--- src/rtl/ic_pulse_irq_pkg.sv ---
package ic_pulse_irq_pkg;

  // Register select values on reg_addr_i.
  typedef enum logic {
    REG_STATUS = 1'b0,
    REG_MASK   = 1'b1
  } reg_sel_e;

  // Status bits taken by the control endpoint ahead of the data channels.
  localparam int CTRL_BITS     = 2;
  localparam int CTRL_TX_BIT   = 0;
  localparam int CTRL_RX_BIT   = 1;
  localparam int BITS_PER_CH   = 2;

endpackage

--- src/rtl/ic_event_map.sv ---
module ic_event_map
  import ic_pulse_irq_pkg::*;
#(
  parameter int NUM_DATA_CH = 7,
  localparam int STAT_W = CTRL_BITS + BITS_PER_CH * NUM_DATA_CH
) (
  input  logic                   ctrl_tx_start_i,
  input  logic                   ctrl_rx_end_i,
  input  logic [NUM_DATA_CH-1:0] data_start_i,
  input  logic [NUM_DATA_CH-1:0] data_end_i,
  output logic [STAT_W-1:0]      raw_vec_o
);

  // Position of a data channel's start bit within the status vector.
  function automatic int start_pos(input int ch);
    return CTRL_BITS + BITS_PER_CH * ch;
  endfunction

  assign raw_vec_o[CTRL_TX_BIT] = ctrl_tx_start_i;
  assign raw_vec_o[CTRL_RX_BIT] = ctrl_rx_end_i;

  for (genvar k = 0; k < NUM_DATA_CH; k++) begin : g_data
    assign raw_vec_o[start_pos(k)]     = data_start_i[k];
    assign raw_vec_o[start_pos(k) + 1] = data_end_i[k];
  end

endmodule

--- src/rtl/ic_reg_file.sv ---
module ic_reg_file
  import ic_pulse_irq_pkg::*;
#(
  parameter int W = 16
) (
  input  logic         clk,
  input  logic         rst_n,
  input  logic [W-1:0] raw_vec_i,
  input  logic         reg_wr_i,
  input  logic         reg_addr_i,
  input  logic [W-1:0] reg_wdata_i,
  output logic [W-1:0] reg_rdata_o,
  output logic [W-1:0] status_o,
  output logic [W-1:0] mask_o,
  output logic [W-1:0] set_vec_o,
  output logic         stat_wr_o
);

  logic [W-1:0] status_q, mask_q;
  logic [W-1:0] clr_vec;
  logic         mask_wr;

  // Clear first, then set: an event in the same cycle wins.
  function automatic logic [W-1:0] next_status(input logic [W-1:0] cur,
                                               input logic [W-1:0] set,
                                               input logic [W-1:0] clr);
    return (cur & ~clr) | set;
  endfunction

  assign stat_wr_o = reg_wr_i && (reg_sel_e'(reg_addr_i) == REG_STATUS);
  assign mask_wr   = reg_wr_i && (reg_sel_e'(reg_addr_i) == REG_MASK);
  assign set_vec_o = raw_vec_i & mask_q;
  assign clr_vec   = stat_wr_o ? reg_wdata_i : '0;

  always_ff @(posedge clk) begin
    if (!rst_n) begin
      status_q <= '0;
      mask_q   <= '0;
    end else begin
      status_q <= next_status(status_q, set_vec_o, clr_vec);
      if (mask_wr) mask_q <= reg_wdata_i;
    end
  end

  always_comb begin
    unique case (reg_sel_e'(reg_addr_i))
      REG_MASK: reg_rdata_o = mask_q;
      default:  reg_rdata_o = status_q;
    endcase
  end

  assign status_o = status_q;
  assign mask_o   = mask_q;

endmodule

--- src/rtl/ic_pulse_gen.sv ---
module ic_pulse_gen (
  input  logic clk,
  input  logic rst_n,
  input  logic pending_i,
  input  logic stat_wr_i,
  output logic irq_o,
  output logic armed_o,
  output logic fire_o
);

  logic armed_q, irq_q;

  // Fire only when armed, something is pending and no acknowledge is in flight.
  assign fire_o = armed_q && pending_i && !stat_wr_i;

  always_ff @(posedge clk) begin
    if (!rst_n) begin
      armed_q <= 1'b1;
      irq_q   <= 1'b0;
    end else begin
      irq_q <= fire_o;
      if (stat_wr_i)   armed_q <= 1'b1;
      else if (fire_o) armed_q <= 1'b0;
    end
  end

  assign irq_o   = irq_q;
  assign armed_o = armed_q;

endmodule

--- src/rtl/ic_pulse_irq_ctrl.sv ---
module ic_pulse_irq_ctrl
  import ic_pulse_irq_pkg::*;
#(
  parameter int NUM_DATA_CH = 7,
  localparam int STAT_W = CTRL_BITS + BITS_PER_CH * NUM_DATA_CH
) (
  input  logic                   clk,
  input  logic                   rst_n,
  input  logic                   ctrl_tx_start_i,
  input  logic                   ctrl_rx_end_i,
  input  logic [NUM_DATA_CH-1:0] data_start_i,
  input  logic [NUM_DATA_CH-1:0] data_end_i,
  input  logic                   reg_wr_i,
  input  logic                   reg_addr_i,
  input  logic [STAT_W-1:0]      reg_wdata_i,
  output logic [STAT_W-1:0]      reg_rdata_o,
  output logic                   irq_o
);

  logic [STAT_W-1:0] raw_vec, status_q, mask_q, set_vec;
  logic              stat_wr, armed_q, fire;

  ic_event_map #(.NUM_DATA_CH(NUM_DATA_CH)) u_map (
    .ctrl_tx_start_i (ctrl_tx_start_i),
    .ctrl_rx_end_i   (ctrl_rx_end_i),
    .data_start_i    (data_start_i),
    .data_end_i      (data_end_i),
    .raw_vec_o       (raw_vec)
  );

  ic_reg_file #(.W(STAT_W)) u_regs (
    .clk         (clk),
    .rst_n       (rst_n),
    .raw_vec_i   (raw_vec),
    .reg_wr_i    (reg_wr_i),
    .reg_addr_i  (reg_addr_i),
    .reg_wdata_i (reg_wdata_i),
    .reg_rdata_o (reg_rdata_o),
    .status_o    (status_q),
    .mask_o      (mask_q),
    .set_vec_o   (set_vec),
    .stat_wr_o   (stat_wr)
  );

  ic_pulse_gen u_pulse (
    .clk       (clk),
    .rst_n     (rst_n),
    .pending_i (|status_q),
    .stat_wr_i (stat_wr),
    .irq_o     (irq_o),
    .armed_o   (armed_q),
    .fire_o    (fire)
  );

endmodule

--- config.mk ---
export PLATFORM = sky130hd
export DESIGN_NAME = ic_pulse_irq_ctrl
export DESIGN_NICKNAME = d
export VERILOG_FILES = /design/src/rtl/ic_pulse_irq_pkg.sv /design/src/rtl/ic_event_map.sv /design/src/rtl/ic_reg_file.sv /design/src/rtl/ic_pulse_gen.sv /design/src/rtl/ic_pulse_irq_ctrl.sv
export SDC_FILE = /design/constraint.sdc
export NUM_CORES = 1
export LEC_CHECK = 0
export ABC_CLOCK_PERIOD_IN_PS = 1300
export CORE_ASPECT_RATIO = 1.75
export CORE_MARGIN = 8
export CORE_UTILIZATION = 41
export DETAILED_ROUTE_END_ITERATION = 10
export GPL_TIMING_DRIVEN = 1
export PLACE_DENSITY_LB_ADDON = 0.15
export RECOVER_POWER = 25
export SLEW_MARGIN = 0
export SYNTH_ARGS = -nofsm -noshare
export SYNTH_HDL_FRONTEND = slang
export SYNTH_SLANG_ARGS = --single-unit
export TNS_END_PERCENT = 100
--- constraint.sdc ---
create_clock -name clk -period 1.3 [get_ports clk]
set_input_delay 0.39 -clock clk [delete_from_list [all_inputs] [get_ports clk]]
set_output_delay 0.39 -clock clk [all_outputs]
set_load 0.01 [all_outputs]
* After elaboration in Yosys (flattened, before gate mapping) *
Index checks and enable logic that the tools add are counted.
Widths: inputs -> output; s select.

word-level totals
  output and inout port bits = 17
  bits in registers = 34
  input port bits = 36
  word-level logic and storage cells = 19

cells by class
  reduce and logical (&&, ||, !) cells = 7
  bitwise gates (word level) = 6
  mux-type cells = 2

operator list
  operator           count
  $and 16x16->16     2
  $mux 16            2
  $not 16->16        1
  $or 16x16->16      1
  $reduce_or 16->1   1
  $logic_and 1x1->1  4
  $not 1->1          2
  $reduce_or 2->1    1
  $logic_not 1->1    1

* Logic depth before layout (Yosys ltp) *
  word-level depth = 6
  mapped depth = 6
  mapped depth without buffers = 3

* Modules after synthesis *
Synthesis repeated with hierarchy kept, for this count alone.

unflattened totals
  cells, all modules = 204
  area, all modules = 1865.5 um2

by module, submodules not included
  module             seq. area each (um2)  cells each  instances  area an instance (um2)
  ic_reg_file        640.6                 176         1          1640.3
  ic_event_map       0.0                   16          1          120.1
  ic_pulse_gen       40.0                  7           1          73.8
  ic_pulse_irq_ctrl  0.0                   5           1          31.3

* Worst setup path before layout *
Ideal clock, no wire load.

  kind = input -> output
  start = input port reg_addr_i
  end = output port reg_rdata_o[10]
  stages on the path = 3
  data required time = 910 ps
  arrival time = 1027 ps
  slack = -117 ps
  buffers on the path = 2
  cell sequence = buf_6 > buf_4 > mux2_2

on the way
  cells in the longest elaborated chain, start to end = 1

ends and longest elaborated chain
  element             RTL line                 RTL
  start: declaration  ic_pulse_irq_ctrl.sv:14  input logic reg_addr_i,
  $mux 16             ic_reg_file.sv:46        unique case (reg_sel_e'(reg_addr_i))
  end: declaration    ic_pulse_irq_ctrl.sv:16  output logic [STAT_W-1:0] reg_rdata_o,

Every way passes these cells.

* Worst setup path in the final report *
  start = input port reg_addr_i
  end = output port reg_rdata_o[13]

Same word-level chain as after synthesis.

==> results.rst <==
.. list-table::
   :header-rows: 1

   * - Metric
     - Value
   * - Grt met1 use
     - between 15 and 20%
   * - Critical path data arrival time
     - around 1100 ps
   * - Floorplan core area
     - approximately 3800 sq um
   * - Count of cell types in the netlist
     - 20
   * - Post-Syn Area
     - 1619 sq um
   * - Count of max-cap constraint violations
     - 0
   * - Worst clock skew
     - between 2 and 3 ps
   * - Final setup violation count
     - 16
   * - Final GP Congestion
     - approximately 0.74
   * - Number of endpoints with negative hold slack in the final report
     - 0
   * - CP Cell Sequence
     - buf_12 > buf_16 > mux2_4 > buf_6
   * - Area leader, netlist
     - dfxtp_1
   * - HPWL after detailed placement
     - 2968 um
   * - Number of H-tree branching levels
     - 2
   * - Total power consumption of the routed design
     - between 2 and 2.5 mW
   * - Clock latency on the worst-skew pair
     - approximately 280 ps
   * - Type of element capturing the critical path
     - primary output
   * - Layer with the highest usage
     - met2
   * - Final critical-path required period
     - around 1500 ps
   * - Seq/Total Area, Yosys
     - a little over two fifths
   * - Number of top-level pins
     - 53
   * - Startpoint kind of the worst setup timing path
     - primary input
   * - Wire length of the first global-routing pass
     - between 7000 and 8000 um
   * - Clk slew on worst S/H paths
     - approximately 60 ps
   * - Via density per instance
     - ~4.9
   * - Port Buffers
     - 52
   * - Final clock period utilization by the worst path
     - 112.6%
   * - Transition time at the pin with the least slew margin
     - 359.1 ps
   * - Result of the run
     - complete, but fails checks
   * - Number of buffers created by CTS
     - 5
   * - Setup TNS after final layout
     - -2470 ps
   * - Mean instance size in the synthesized netlist
     - about 8.9 sq um
   * - Antenna-violating nets left
     - 0
   * - First-pass iteration count of the detailed router
     - 4
   * - Average routed wire per standard cell
     - about 14 um
   * - Post-route DRC
     - 0
   * - Standard cell with the maximum stage delay on the critical path
     - mux2_4
   * - Max Slew Vio Count
     - 0
   * - Portion of synthesized cell area occupied by the leading cell type
     - between 40% and 50%
   * - RSZ-0062 raised after global routing
     - true
   * - Maximum fanout along the worst path
     - 8
   * - Horiz. Die Dim
     - ~64 um
   * - Share of post-route cells with drive strength above 1
     - about a third
   * - Overall track demand over capacity in global routing
     - around 14%
   * - GRT met3 Usage
     - around 4.7%
   * - Master cell of the clock root buffer
     - clkbuf_8
   * - Highest Clock Rate
     - 0.6832 GHz
   * - Effective utilization at floorplan
     - 42.29%
   * - Tightest Hold Check Type
     - flop to flop
   * - Setup slack of the critical path after layout
     - -163.8 ps
   * - Via count of the first global-routing pass
     - ~1600
   * - Maximum resistive drop on vdd
     - slightly below 0.8 mV
   * - Critical path data required time
     - just over 900 ps
   * - Final WL
     - ~4400 um
   * - Die height
     - about 99 um
   * - Synth-to-Final Area Change
     - 65.38%
   * - Flop and latch count out of synthesis
     - 34
   * - DRC violation total after the first TritonRoute iteration
     - 42
   * - Post-CTS Hold Fix Bufs
     - 0
   * - Number of warnings printed during yosys synthesis
     - 0
   * - Leakage power
     - 1.184 nW
   * - Net count of the finished layout
     - about 310
   * - CTS tree
     - done
   * - Maximum cell stage delay along the critical path
     - about 300 ps
   * - Remaining global-route overflow
     - 0
   * - Deepest clock path buffer count
     - 2
   * - Synthesized netlist net count
     - between 200 and 250
   * - Largest net degree at the start of global routing
     - 35
   * - Pwr dens
     - between 800 and 900 nW/um^2
   * - Total via count in the routed design
     - 1538
   * - Number of clock sinks
     - 34
   * - Met2 Use GR
     - ~24%
   * - Gate count after technology mapping
     - between 150 and 200
   * - Initial antenna violation count
     - 0
   * - CP Class
     - primary input to primary output
   * - Main area contributors after synthesis
     - dfxtp_1 42%, mux2_2 11%, nand2_1 11%, a21boi_2 7.0%, a21boi_0 6.5%
   * - Ant. Diodes
     - 0
   * - WHS
     - approximately 470 ps
   * - Relative slew slack
     - between 70% and 80%
   * - Final core occ
     - between 60% and 70%
   * - Failing checks
     - setup timing
   * - Number of cell rows
     - 30
   * - Die area
     - about 6300 sq um
==> cell families after synthesis <==
group                  count (synthesis)  share of synthesized area, %
buffers and inverters                 26                         8.887
AO/OA/AOI/OAI                         49                         22.57
AND/OR/NAND/NOR                       57                         15.38
flip-flops                            34                         42.04
multiplexers                          16                         11.13
==> synthesized netlist by cell type <==
cell type   n
a21boi_2   10
o21ai_1     8
nor4_1      4
buf_6       3
a21boi_1    8
o211ai_1    1
buf_4       2
nand4_1     1
clkbuf_1    3
mux2_2     16
nand2b_4    1
and2_4      1
dfxtp_1    34
buf_12      1
o21ai_0     8
and4_1      1
nand2_1    48
inv_1      17
nand2_2     1
a21boi_0   14
==> per-stage QoR <==
step	cell area [sq um]	instances	setup slack, ps
2_1_floorplan	1678	182	-41.44
3_3_place_gp	2422	305	-1008
3_5_place_dp	2422	305	-1014
4_1_cts	2634	314	-165.8
5_1_grt	2678	316	-182.9
6_report	2678	316	-163.8
==> cell usage in the layout (no fill, tap or decap) <==
| cell type | netlist | routed |
|---|---|---|
| clkdlybuf4s50_1 | 0 | 33 |
| nand4_1 | 1 | 1 |
| o211ai_1 | 1 | 1 |
| a21boi_0 | 14 | 14 |
| nor4_4 | 0 | 1 |
| buf_6 | 3 | 16 |
| buf_16 | 0 | 2 |
| nand2b_4 | 1 | 2 |
| and2_2 | 0 | 2 |
| o21ai_0 | 8 | 4 |
| dlymetal6s2s_1 | 0 | 1 |
| buf_4 | 2 | 31 |
| dfxtp_1 | 34 | 34 |
| inv_1 | 17 | 17 |
| buf_12 | 1 | 3 |
| nand2_2 | 1 | 2 |
| nor4_2 | 0 | 3 |
| a21boi_1 | 8 | 8 |
| clkbuf_8 | 0 | 6 |
| a21boi_2 | 10 | 10 |
| mux2_4 | 0 | 16 |
| o21ai_1 | 8 | 12 |
| dlygate4sd2_1 | 0 | 1 |
| nand2_1 | 48 | 47 |
| and4_1 | 1 | 1 |
==> power by group <==
group | total, mW | switching [mW] | internal, mW
logic | 0.506 | 0.189 | 0.317
clock network | 0.759 | 0.351 | 0.408
registers | 1.11 | 0.0243 | 1.09
==> metal layers <==
metal,routed length [um],part of all wire [%]
met5,0,0
met4,46,1.1
met3,213,4.9
met2,2293,53
met1,1798,41
==> worst paths after layout <==
kind / startpoint / end / slack, ps / cells past startpoint
setup / recovery: reg_addr_i / reg_rdata_o[13] / -160 / 4
hold / removal: u_regs.mask_o[8] / u_regs.status_o[8] / 470 / 2
setup reg to reg: u_regs.status_o[13] / u_pulse.irq_o / 40 / 4
hold reg to reg: u_regs.mask_o[8] / u_regs.status_o[8] / 470 / 2
==> final cells by class <==
cell class              count  area [sq um]
fillers                   321          1151
flip-flops and latches     34         680.7
clock buffers               6         82.58
multi-input cells         124         910.9
well taps                  48         60.06
repair buffers             87         879.6
inverters                  17         63.81
==> critical path, delay by kind of cell <==
kind | cells | cell delay (ps)
buffers and inverters | 3 | 380
multiplexers | 1 | 300
==> registers in the layout, summed over array words and instances (netlist names) <==
register,count
u_regs.mask_o,16
u_regs.status_o,16
u_pulse.armed_o,1
u_pulse.irq_o,1
==> timing repair <==
action / 4_1_cts / 5_1_grt
gates resized for setup: 100 / 10
endpoints found under the hold margin: 0 / 0
pin swaps: 0 / 1
gates cloned: 2 / 2
buffers inserted: 2 / 0
setup endpoints to repair: 51 / 29
No activity file was read; power rests on OpenSTA's default activity.
